==> src/rtl/commut_pkg.sv <==
package commut_pkg;

    localparam int NPH = 3;

    typedef struct packed {
        logic [NPH-1:0] hs;
        logic [NPH-1:0] ls;
    } drive_t;

    typedef enum logic [1:0] {
        MODE_STOP,
        MODE_RUN,
        MODE_COAST,
        MODE_BRAKE
    } mode_t;

    localparam drive_t DRIVE_OFF = '0;

    // Forward six-step table; bit 0 = phase A, bit 1 = B, bit 2 = C.
    function automatic drive_t step_lookup(input logic [NPH-1:0] code);
        drive_t d;
        unique case (code)
            3'b001:  d = '{hs: 3'b001, ls: 3'b010};
            3'b011:  d = '{hs: 3'b001, ls: 3'b100};
            3'b010:  d = '{hs: 3'b010, ls: 3'b100};
            3'b110:  d = '{hs: 3'b010, ls: 3'b001};
            3'b100:  d = '{hs: 3'b100, ls: 3'b001};
            3'b101:  d = '{hs: 3'b100, ls: 3'b010};
            default: d = DRIVE_OFF;
        endcase
        return d;
    endfunction

    // Advancing the table by three steps exchanges the driven sides.
    function automatic drive_t swap_sides(input drive_t d);
        drive_t r;
        r.hs = d.ls;
        r.ls = d.hs;
        return r;
    endfunction

endpackage

==> src/rtl/commut_decode.sv <==
module commut_decode
    import commut_pkg::*;
(
    input  logic [NPH-1:0] hall_i,
    input  logic           start_n_i,
    input  logic           coast_sel_i,
    input  logic           decel_i,
    output drive_t         target_o
);

    mode_t  mode;
    drive_t fwd;

    always_comb begin
        if (start_n_i)
            mode = MODE_STOP;
        else if (!decel_i)
            mode = MODE_RUN;
        else if (coast_sel_i)
            mode = MODE_COAST;
        else
            mode = MODE_BRAKE;
    end

    always_comb begin
        fwd = step_lookup(hall_i);
        unique case (mode)
            MODE_RUN:   target_o = fwd;
            MODE_BRAKE: target_o = swap_sides(fwd);
            default:    target_o = DRIVE_OFF;
        endcase
    end

endmodule

==> src/rtl/deadtime_seq.sv <==
module deadtime_seq
    import commut_pkg::*;
#(
    parameter int DEAD_CYC = 4
) (
    input  logic   clk,
    input  logic   rst_n,
    input  drive_t target_i,
    output drive_t cur_q_o,
    output drive_t cur_d_o
);

    localparam int              DW       = $clog2(DEAD_CYC + 1);
    localparam logic [DW-1:0]   DEAD_MAX = DW'(DEAD_CYC);
    localparam logic [DW-1:0]   ONE      = DW'(1);

    typedef struct packed {
        drive_t        cur;
        logic [DW-1:0] off_cnt;
    } dt_state_t;

    dt_state_t st_q, st_d;

    always_comb begin
        st_d = st_q;
        if (st_q.cur != DRIVE_OFF) begin
            if (target_i != st_q.cur) begin
                st_d.cur     = DRIVE_OFF;
                st_d.off_cnt = ONE;
            end
        end else if (st_q.off_cnt == DEAD_MAX) begin
            st_d.cur = target_i;
        end else begin
            st_d.off_cnt = st_q.off_cnt + ONE;
        end
    end

    always_ff @(posedge clk or negedge rst_n) begin
        if (!rst_n) begin
            st_q.cur     <= DRIVE_OFF;
            st_q.off_cnt <= DEAD_MAX;
        end else begin
            st_q <= st_d;
        end
    end

    assign cur_q_o = st_q.cur;
    assign cur_d_o = st_d.cur;

endmodule

==> src/rtl/ilim_blank.sv <==
module ilim_blank #(
    parameter int BLANK_CYC = 100
) (
    input  logic clk,
    input  logic rst_n,
    input  logic trip_i,
    input  logic pwm_on_i,
    output logic cut_d_o
);

    localparam int            BW   = (BLANK_CYC < 2) ? 1 : $clog2(BLANK_CYC);
    localparam logic [BW-1:0] LAST = BW'(BLANK_CYC - 1);
    localparam logic [BW-1:0] ONE  = BW'(1);

    typedef struct packed {
        logic [BW-1:0] cnt;
        logic          cut;
    } il_state_t;

    il_state_t st_q, st_d;
    logic      fire;

    always_comb begin
        st_d = st_q;
        fire = trip_i && (st_q.cnt == LAST);
        if (!trip_i)
            st_d.cnt = '0;
        else if (st_q.cnt != LAST)
            st_d.cnt = st_q.cnt + ONE;
        // A sampled off-phase closes the period and re-arms the limiter.
        st_d.cut = pwm_on_i ? (st_q.cut | fire) : 1'b0;
    end

    always_ff @(posedge clk or negedge rst_n) begin
        if (!rst_n) begin
            st_q.cnt <= '0;
            st_q.cut <= 1'b0;
        end else begin
            st_q <= st_d;
        end
    end

    assign cut_d_o = st_d.cut;

endmodule

==> src/rtl/bldc_commutator.sv <==
module bldc_commutator
    import commut_pkg::*;
#(
    parameter int DEAD_CYC  = 4,
    parameter int BLANK_CYC = 100
) (
    input  logic           clk,
    input  logic           rst_n,
    input  logic [NPH-1:0] hall_i,
    input  logic           pwm_on_i,
    input  logic           ilim_trip_i,
    input  logic           start_n_i,
    input  logic           coast_sel_i,
    input  logic           decel_i,
    input  logic           prot_off_i,
    output logic [NPH-1:0] hs_en_o,
    output logic [NPH-1:0] ls_en_o
);

    typedef struct packed {
        logic [NPH-1:0] ls;
    } out_state_t;

    drive_t         target;
    drive_t         cur_q;
    drive_t         cur_d;
    logic           cut_d;
    logic           ls_gate;
    logic [NPH-1:0] ls_gated;
    out_state_t     out_q, out_d;

    commut_decode u_decode (
        .hall_i      (hall_i),
        .start_n_i   (start_n_i),
        .coast_sel_i (coast_sel_i),
        .decel_i     (decel_i),
        .target_o    (target)
    );

    deadtime_seq #(.DEAD_CYC(DEAD_CYC)) u_dead (
        .clk      (clk),
        .rst_n    (rst_n),
        .target_i (target),
        .cur_q_o  (cur_q),
        .cur_d_o  (cur_d)
    );

    ilim_blank #(.BLANK_CYC(BLANK_CYC)) u_ilim (
        .clk      (clk),
        .rst_n    (rst_n),
        .trip_i   (ilim_trip_i),
        .pwm_on_i (pwm_on_i),
        .cut_d_o  (cut_d)
    );

    assign ls_gate = pwm_on_i & ~cut_d & ~prot_off_i;

    for (genvar p = 0; p < NPH; p++) begin : g_phase
        assign ls_gated[p] = cur_d.ls[p] & ls_gate;
    end

    always_comb begin
        out_d    = out_q;
        out_d.ls = ls_gated;
    end

    always_ff @(posedge clk or negedge rst_n) begin
        if (!rst_n)
            out_q.ls <= '0;
        else
            out_q <= out_d;
    end

    assign hs_en_o = cur_q.hs;
    assign ls_en_o = out_q.ls;

endmodule

==> config.mk <==
export PLATFORM = sky130hd
export DESIGN_NAME = bldc_commutator
export DESIGN_NICKNAME = d
export VERILOG_FILES = /design/src/rtl/commut_pkg.sv /design/src/rtl/commut_decode.sv /design/src/rtl/deadtime_seq.sv /design/src/rtl/ilim_blank.sv /design/src/rtl/bldc_commutator.sv
export SDC_FILE = /design/constraint.sdc
export NUM_CORES = 1
export LEC_CHECK = 0
export ABC_AREA = 1
export BUFFER_PORTS_ARGS = -buffer_cell sky130_fd_sc_hd__buf_2
export CAP_MARGIN = 5
export CORE_ASPECT_RATIO = 0.8
export CORE_MARGIN = 3
export CORE_UTILIZATION = 40
export DETAILED_ROUTE_END_ITERATION = 16
export GPL_TIMING_DRIVEN = 0
export PLACE_DENSITY_LB_ADDON = 0.1
export SKIP_CTS_REPAIR_TIMING = 1
export SYNTH_ARGS = -nofsm -noshare
export SYNTH_HDL_FRONTEND = slang
export SYNTH_SLANG_ARGS = --single-unit
export TNS_END_PERCENT = 30
==> constraint.sdc <==
create_clock -name clk -period 1.4 [get_ports clk]
set_input_delay 0.28 -clock clk [delete_from_list [all_inputs] [get_ports clk]]
set_output_delay 0.28 -clock clk [all_outputs]
set_load 0.01 [all_outputs]
==> out/results.tsv, run 1 <==
metric	value	unit
status	finished with violations	
failing checks	negative setup slack	
PwrDens	2080	mW/mm^2
Die Y-Extent	55.1	um
FF-to-FF Start	u_dead.cur_q_o[4]$_DFFE_PN0P_	
area grow syn2layout	23.8	%
Slowest-stage cell, CP	dfrtp_2	
post-synthesis cell count	166	
RSZ-0062 raised after global routing	true	
Worst Max-Slew Pin Slew	0.434	ns
Hold EP	u_ilim.st_q[0]$_DFF_PN0_	
IO Count	17	
Syn Nets	180	
HP Class	primary input to flip-flop	
max incr delay on CP	0.43	ns
Post-synth EDFFs	0	
diode count	0	
yosys synthesis warning count	0	
cell taking the most area after synthesis	dfrtp_1	
# rows	17	
worst skew pair latency	0.26	ns
crit-path cells	nor4_4 > nand3_2 > nor2_4 > inv_2 > nand2_2 > nand2_2 > a21oi_2	
Setup WS post-layout	-0.0789	ns
HPWL Detailed	1.88	mm
Power Total	3.10	mW
area post-placement	0.00134	mm^2
syn_area_per_cell	7.26	um^2
DR WL/cell	10.7	um
register area share after synthesis	41.6	%
hold_ws	0.243	ns
crit-path max FO	5	
top-count cell post-synth	nand2_1	
Req. time, crit path	1.59	ns
crit share post-route	106	%
Max Slew Vio Count	0	
CTS Root Cell	clkbuf_8	
GRT Util Overall	15.0	%
Main synth FF type	dfrtp_1	
first-pass GRT wire length	4.10	mm
f_max	676	MHz
slew margin rel.	71.0	%
Die Area	0.00371	mm^2
Setup CP Type	flip-flop to flip-flop	
most common library cells after synthesis	nand2_1 (47), inv_1 (25), dfrtp_1 (19), nor2_1 (19), nand3_1 (16)	
CTS Buffer Depth	2	
post-route cell area	0.00149	mm^2
hold path depth	3	
worst hold start	pwm_on_i	
final hold vios	0	
clock-pin transition on the worst setup and hold timing paths	0.07	ns
DRC	0	
Worst Reg2Reg Path Length in Cells	7	
most frequent CP cell	nand2_2	
final setup fails	6	
vias	1093	
die width	67.4	um
Worst setup SP type	flip-flop	
ys async rst share	100	%
total gr overflow	0	
antenna-violating nets left	0	
drt total wl	2.45	mm
H-tree levels	1	
initial antenna violation count	0	
number of I/O port buffers	16	
clock skew	0.00475	ns
CP Data Arrival Time	1.67	ns
Via density	4.75	
CTS tree	yes	
Cell variety after synth	23	
Initial Util	42.9	%
max_cap viols	0	
setup TNS	-0.327	ns
Num CTS Buffers	3	
largest net degree at the start of global routing	21	
core area	0.00281	mm^2
Leak	0.807	nW
Period minus WS final	1.48	ns
crit end category	flip-flop	
Net count, final	207	
post-synthesis cell area	0.00120	mm^2
FF-to-FF setup slack	-0.08	ns
vias in the first global route	979	
Routability Congestion	0.767	
drt pass-1 iters	4	
Synth area leaders	dfrtp_1 (39%), nand2_1 (15%), inv_1 (7.8%)	
share of layout cells above drive strength 1	30.7	%
top cell type's share of synthesized area	39.5	%
Starting DRT DRC Count	42	
Seq cells post-synth	20	
Worst VDD drop	1.51	mV
clk sink count	20	
Worst R2R End	ls_en_o[0]$_DFF_PN0_	
==> worst max-delay path by stage <==
stage                                   from  slack, ns              endpoint  cells past startpoint
2_1_floorplan  u_dead.cur_q_o[3]$_DFFE_PN0P_       0.01  ls_en_o[1]$_DFF_PN0_                      7
3_3_place_gp   u_dead.cur_q_o[3]$_DFFE_PN0P_      -0.29  ls_en_o[1]$_DFF_PN0_                      7
3_5_place_dp   u_dead.cur_q_o[3]$_DFFE_PN0P_      -0.32  ls_en_o[0]$_DFF_PN0_                      7
4_1_cts        u_dead.cur_q_o[3]$_DFFE_PN0P_      -0.36  ls_en_o[0]$_DFF_PN0_                      7
5_1_grt        u_dead.cur_q_o[4]$_DFFE_PN0P_      -0.20  ls_en_o[0]$_DFF_PN0_                      7
6_report       u_dead.cur_q_o[4]$_DFFE_PN0P_      -0.08  ls_en_o[0]$_DFF_PN0_                      7
==> worst max-delay path: cells and delay by family (launching register included) <==
family | cells | cell delay, ns
simple gates | 5 | 0.78
flops | 1 | 0.43
compound gates | 1 | 0.14
buf+inv | 1 | 0.07
==> cell usage in the layout, fill, tap and decap left out, types with 4 or more instances in the layout <==
master and instances:
buf_4 8, o21ai_0 5, o21ai_2 4, nor2_2 4
inv_1 24, dfrtp_1 16, nand3_1 15, a21oi_1 4
buf_2 16, nand2_1 43, nor2_1 17, nand2_2 6
==> stage by stage <==
| step | util [%] | setup slack, ns | cells |
|---|---|---|---|
| floorplan | - | 0.0126 | 166 |
| global placement | 47.5 | -0.287 | 220 |
| detailed placement | 47.5 | -0.323 | 220 |
| CTS | 49.2 | -0.358 | 224 |
| global route | 53.1 | -0.201 | 230 |
| finish | 53.1 | -0.0789 | 230 |
==> state kept, by name, indices dropped and copies added, names as in the netlist <==
signal	cells
ls_en_o	3
u_dead.cur_q_o	6
u_dead.st_q	3
u_ilim.st_q	8
==> where the power goes <==
part	internal [mW]	total [mW]	leakage [nW]	switching (mW)
clock	0.203	0.390	0.0228	0.187
combinational	0.807	1.81	0.521	1.00
sequential	0.747	0.896	0.263	0.149
==> logic make-up after synthesis <==
kind of cell,share of synthesized area [%]
simple gates,35.0
xor+xnor,2.18
fa+ha+maj,3.12
buf+inv,9.97
flops,41.6
compound gates,8.10
==> area by class of cell <==
class	instances	area, um^2
buffer	3	22.5
fill	287	1320
timing repair buffer	22	128
sequential	20	505
tap	38	47.5
inverter	26	97.6
multi-input combinational	117	646
clock buffer	4	45.0
==> per-layer routing <==
metal / routed length, um / up-vias / part of all wire (%) / track usage (%)
li1: - / 569 / - / -
met1: 1210 / 502 / 49 / 20.9
met2: 1100 / 18 / 45 / 21.9
met3: 116 / 4 / 4.7 / 4.65
met4: 25 / 0 / 1.0 / 5.39
met5: 0 / - / 0 / 0
No activity file was read; power rests on OpenSTA's default activity.
==> inputs of run 2 (changes only) <==
BUFFER_PORTS_ARGS = not set   (was -buffer_cell sky130_fd_sc_hd__buf_2)
DONT_BUFFER_PORTS = 1   (was not set)
SETUP_SLACK_MARGIN = 0.2   (was not set)
SLEW_MARGIN = 15   (was not set)
==> run 2 against run 1 <==
Compared with the run above: the flow still finishes with violations (negative setup slack); total power fell by 2.3%; via count fell by 7.0%; global-route usage fell by 0.95 points; cell count fell by 7.4%; die area did not move; register-to-register slack got worse by 0.07 ns; non-clock buffer count fell by 17; combinational power fell by 4%; largest power group unchanged.
==> out/results.tsv, run 2 (synthesis results as in run 1) <==
metric	value	unit
area grow syn2layout	16.3	%
Via density	4.77	
status	finished with violations	
Leak	0.728	nW
Worst Reg2Reg Path Length in Cells	7	
post-route cell area	0.00140	mm^2
worst hold start	ilim_trip_i	
die width	67.4	um
CP startpoint	u_dead.cur_q_o[4]$_DFFE_PN0P_	
Fill cells	289	
combinational share of power	57.5	%
DRC	0	
# rows	17	
CTS Root Cell	clkbuf_8	
total gr overflow	0	
crit path capture	ls_en_o[0]$_DFF_PN0_	
crit-path cells	nor4_4 > nand3_2 > nor2_4 > inv_2 > nand2_2 > nand2_2 > a21oi_2	
area post-placement	0.00126	mm^2
diode count	0	
most frequent CP cell	nand2_2	
HPWL Detailed	1.82	mm
area of the multi-input gates	644	um^2
max_cap viols	0	
worst skew pair latency	0.25	ns
RSZ-0062 raised after global routing	true	
f_max	644	MHz
DR WL/cell	11.4	um
most frequent cells in the layout	nand2_1 (42), inv_1 (22), nor2_1 (17), dfrtp_1 (17), nand3_1 (15)	
cell internal pwr	1.70	mW
sw frac	43.7	%
HP Class	primary input to flip-flop	
Reg with most FFs	u_ilim.st_q	
vias	1017	
PwrDens	2160	mW/mm^2
Period minus WS final	1.55	ns
Setup CP Type	flip-flop to flip-flop	
Worst R2R End	ls_en_o[0]$_DFF_PN0_	
setup TNS	-1.09	ns
number of flip-flops in the largest register	8	
Slowest-stage cell, CP	dfrtp_2	
H-tree levels	1	
Power Total	3.03	mW
failing checks	negative setup slack	
register area	504	um^2
Max Slew Vio Count	0	
most common cell after layout, fill and taps aside	nand2_1	
crit-path max FO	5	
hold_ws	0.151	ns
CTS tree	yes	
Setup WS post-layout	-0.153	ns
Die Area	0.00371	mm^2
IO Count	17	
clock-pin transition on the worst setup and hold timing paths	0.07	ns
FF-to-FF Start	u_dead.cur_q_o[4]$_DFFE_PN0P_	
Worst Max-Slew Pin Slew	0.950	ns
crit end category	flip-flop	
DP Worst Slack	-0.362	ns
GRT Util Overall	14.1	%
drt total wl	2.42	mm
Worst VDD drop	1.55	mV
share of layout cells above drive strength 1	24.6	%
crit share post-route	111	%
Req. time, crit path	1.58	ns
vias in the first global route	870	
CP Data Arrival Time	1.74	ns
Num CTS Buffers	3	
final setup fails	12	
CTS Buffer Depth	2	
sw power	1.32	mW
number of I/O port buffers	0	
max incr delay on CP	0.44	ns
Routability Congestion	0.800	
Initial Util	42.9	%
drt pass-1 iters	5	
clk sink count	20	
core area	0.00281	mm^2
Net count, final	190	
largest net degree at the start of global routing	21	
clock skew	0.00234	ns
Worst setup SP type	flip-flop	
antenna-violating nets left	0	
slew margin rel.	36.5	%
Clk network pwr share	12.7	%
first-pass GRT wire length	3.86	mm
Die Y-Extent	55.1	um
FF-to-FF setup slack	-0.15	ns
initial antenna violation count	0	
sequential power share	29.8	%
final hold vios	0	
Starting DRT DRC Count	94	
-- run 2: stage by stage --
| stage | utilization (%) | std cells |
|---|---|---|
| 2_1_floorplan | - | 166 |
| 3_3_place_gp | 44.8 | 204 |
| 3_5_place_dp | 44.8 | 204 |
| 4_1_cts | 46.4 | 208 |
| 5_1_grt | 49.9 | 213 |
| 6_report | 49.9 | 213 |
-- run 2: final cells by class --
cell class	count	area share, %
Buffer	3	1.61
Clock buffer	4	3.21
Inverter	26	6.96
Multi-Input combinational cell	117	46.0
Sequential cell	20	36.0
Tap cell	38	3.39
Timing Repair Buffer	5	2.86
-- run 2: critical path: cells and delay by family, from the launching register on --
| kind | cells | cell delay (ns) |
|---|---|---|
| AND/OR/NAND/NOR | 5 | 0.85 |
| AO/OA/AOI/OAI | 1 | 0.13 |
| flip-flops | 1 | 0.44 |
| buffers and inverters | 1 | 0.07 |
-- run 2: worst min path at each step --
stage                                          to  slack [ns]  depth (start not counted)
floorplan                    ls_en_o[0]$_DFF_PN0_       -0.02                          0
global placement    u_dead.cur_q_o[4]$_DFFE_PN0P_       -0.01                          0
detailed placement  u_dead.cur_q_o[4]$_DFFE_PN0P_       -0.01                          0
CTS                 u_dead.cur_q_o[4]$_DFFE_PN0P_       -0.29                          0
global route           u_ilim.st_q[6]$_DFFE_PN0N_        0.15                          2
finish                 u_ilim.st_q[4]$_DFFE_PN0N_        0.15                          2
-- run 2: power by group through the flow --
stage	registers [mW]	clock network, mW	logic, mW
final	0.903	0.384	1.74
after global routing	0.923	0.420	1.94
after CTS	0.870	0.400	1.26
after detailed placement	0.879	0	1.27
after global placement	0.878	0	1.25
after floorplan	0.844	0	1.06
-- run 2: metal layers --
metal | track usage [%] | up-vias | part of all wire [%]
met4 | 4.38 | 0 | 0.58
met2 | 20.6 | 21 | 40
li1 | - | 533 | -
met1 | 19.4 | 461 | 54
met5 | 0 | - | 0
met3 | 5.05 | 2 | 4.9
==> inputs of run 3 (changes only) <==
CORE_UTILIZATION = 30   (was 40)
==> run 3 against run 2 <==
Compared with the run above: global-route usage down 3.1 points; critical path type unchanged; register-to-register slack about the same; total power up 17%; worst hold slack worse by 0.015 ns; first-iteration DRC count down 50%; wire length up 7.6%; cell count up 7.5%; sequential power down 2%; the run still ends with negative setup slack left; die area up 30%; largest cell class unchanged; combinational power up 19%; core utilization down 8.7 points; sequential cell count unchanged.
==> out/results.tsv, run 3 (synthesis results as in run 1) <==
metric	value	unit
status	finished with violations	
failing checks	negative setup slack	
HP Class	primary input to flip-flop	
post-route cell area	0.00150	mm^2
H-tree levels	1	
Net count, final	192	
max_cap viols	0	
final setup fails	12	
number of flip-flops in the largest register	8	
clk sink count	20	
crit-path max FO	7	
diode count	0	
Via density	4.43	
clock-pin transition on the worst setup and hold timing paths	0.09	ns
Period minus WS final	1.56	ns
DP Worst Slack	-0.267	ns
hold_ws	0.136	ns
Leak	0.765	nW
Die Y-Extent	62.7	um
PwrDens	2360	mW/mm^2
area post-placement	0.00127	mm^2
Setup CP Type	flip-flop to flip-flop	
core area	0.00364	mm^2
clock skew	0.0127	ns
GRT Util Overall	11.0	%
number of I/O port buffers	0	
CTS tree	yes	
share of layout cells above drive strength 1	28.8	%
CTS Buffer Depth	2	
Max Slew Vio Count	0	
Num CTS Buffers	3	
CP Data Arrival Time	1.71	ns
Worst VDD drop	1.20	mV
first-pass GRT wire length	4.33	mm
RSZ-0062 raised after global routing	true	
area grow syn2layout	24.5	%
Routability Congestion	0.775	
drt pass-1 iters	4	
initial antenna violation count	0	
Setup WS post-layout	-0.164	ns
slew margin rel.	83.8	%
DRC	0	
crit end category	flip-flop	
IO Count	17	
Initial Util	33.1	%
Power Total	3.54	mW
vias in the first global route	951	
most common cell after layout, fill and taps aside	nand2_1	
DR WL/cell	11.4	um
drt total wl	2.61	mm
f_max	639	MHz
HPWL Detailed	1.93	mm
Worst setup SP type	flip-flop	
# rows	19	
Worst Max-Slew Pin Slew	0.241	ns
Die Area	0.00482	mm^2
Non-Filler Instances	229	
CTS Root Cell	clkbuf_8	
die width	76.9	um
setup TNS	-1.27	ns
final hold vios	0	
crit share post-route	112	%
final core utilization	41.2	%
most frequent cells in the layout	nand2_1 (38), inv_1 (21), dfrtp_1 (19)	
worst skew pair latency	0.26	ns
largest net degree at the start of global routing	21	
vias	1014	
placed cells	218	
total gr overflow	0	
Reg with most FFs	u_ilim.st_q	
antenna-violating nets left	0	
Req. time, crit path	1.55	ns
Starting DRT DRC Count	47	
[run 3: cell types whose count changed in the layout (fill, tap and decap cells not counted), moves of 2 or more]
| cell | previous run | this run |
|---|---|---|
| nand2_1 | 42 | 38 |
| nand2_4 | 0 | 2 |
| o21ai_0 | 5 | 3 |
| nand2_2 | 7 | 9 |
| dfrtp_2 | 2 | 0 |
| buf_6 | 0 | 2 |
| dfrtp_1 | 17 | 19 |
| o21ai_1 | 0 | 2 |
[run 3: final timing paths]
check,startpoint,to,slack (ns),cells past startpoint
worst max-delay path,u_dead.cur_q_o[4]$_DFFE_PN0P_,u_dead.cur_q_o[4]$_DFFE_PN0P_,-0.16,7
worst max register to register,u_dead.cur_q_o[4]$_DFFE_PN0P_,u_dead.cur_q_o[4]$_DFFE_PN0P_,-0.16,7
max in group asynchronous,rst_n,u_dead.st_q[2]$_DFFE_PN1P_,0.73,2
worst min register to register,u_dead.st_q[2]$_DFFE_PN1P_,u_dead.st_q[2]$_DFFE_PN1P_,0.50,2
min in group asynchronous,rst_n,u_ilim.st_q[0]$_DFF_PN0_,0.44,2
worst min-delay path,pwm_on_i,u_ilim.st_q[0]$_DFF_PN0_,0.14,2
[run 3: final cells by class]
| cell class | count | area [um^2] |
|---|---|---|
| tap | 52 | 65.1 |
| multi-input combinational | 117 | 664 |
| timing repair buffer | 7 | 75.1 |
| buffer | 3 | 22.5 |
| sequential | 20 | 502 |
| fill | 373 | 2140 |
| inverter | 26 | 100 |
| clock inverter | 1 | 30.0 |
| clock buffer | 3 | 41.3 |
[run 3: where the power goes]
group | internal, mW | switching [mW] | leakage (nW) | total (mW)
clock | 0.382 | 0.200 | 0.0357 | 0.582
sequential | 0.741 | 0.146 | 0.268 | 0.888
combinational | 0.926 | 1.14 | 0.461 | 2.07
total | 2.05 | 1.49 | 0.765 | 3.54
[run 3: per-layer routing]
metal	vias to the layer above	part of all wire (%)	global-route usage [%]	wire length, um
met5	-	0	0	0
met4	0	0.61	2.04	16
met3	2	3.0	3.75	78
met2	10	43	15.9	1110
met1	461	54	15.7	1400
li1	541	-	-	-
[run 3: critical path: stages (launching register included)]
cell and delay (ns):
dfrtp_1 0.42, nor4_2 0.32, nand3_2 0.15, buf_6 0.14
nor2_4 0.19, inv_1 0.08, nand2_2 0.10, o21ai_2 0.06
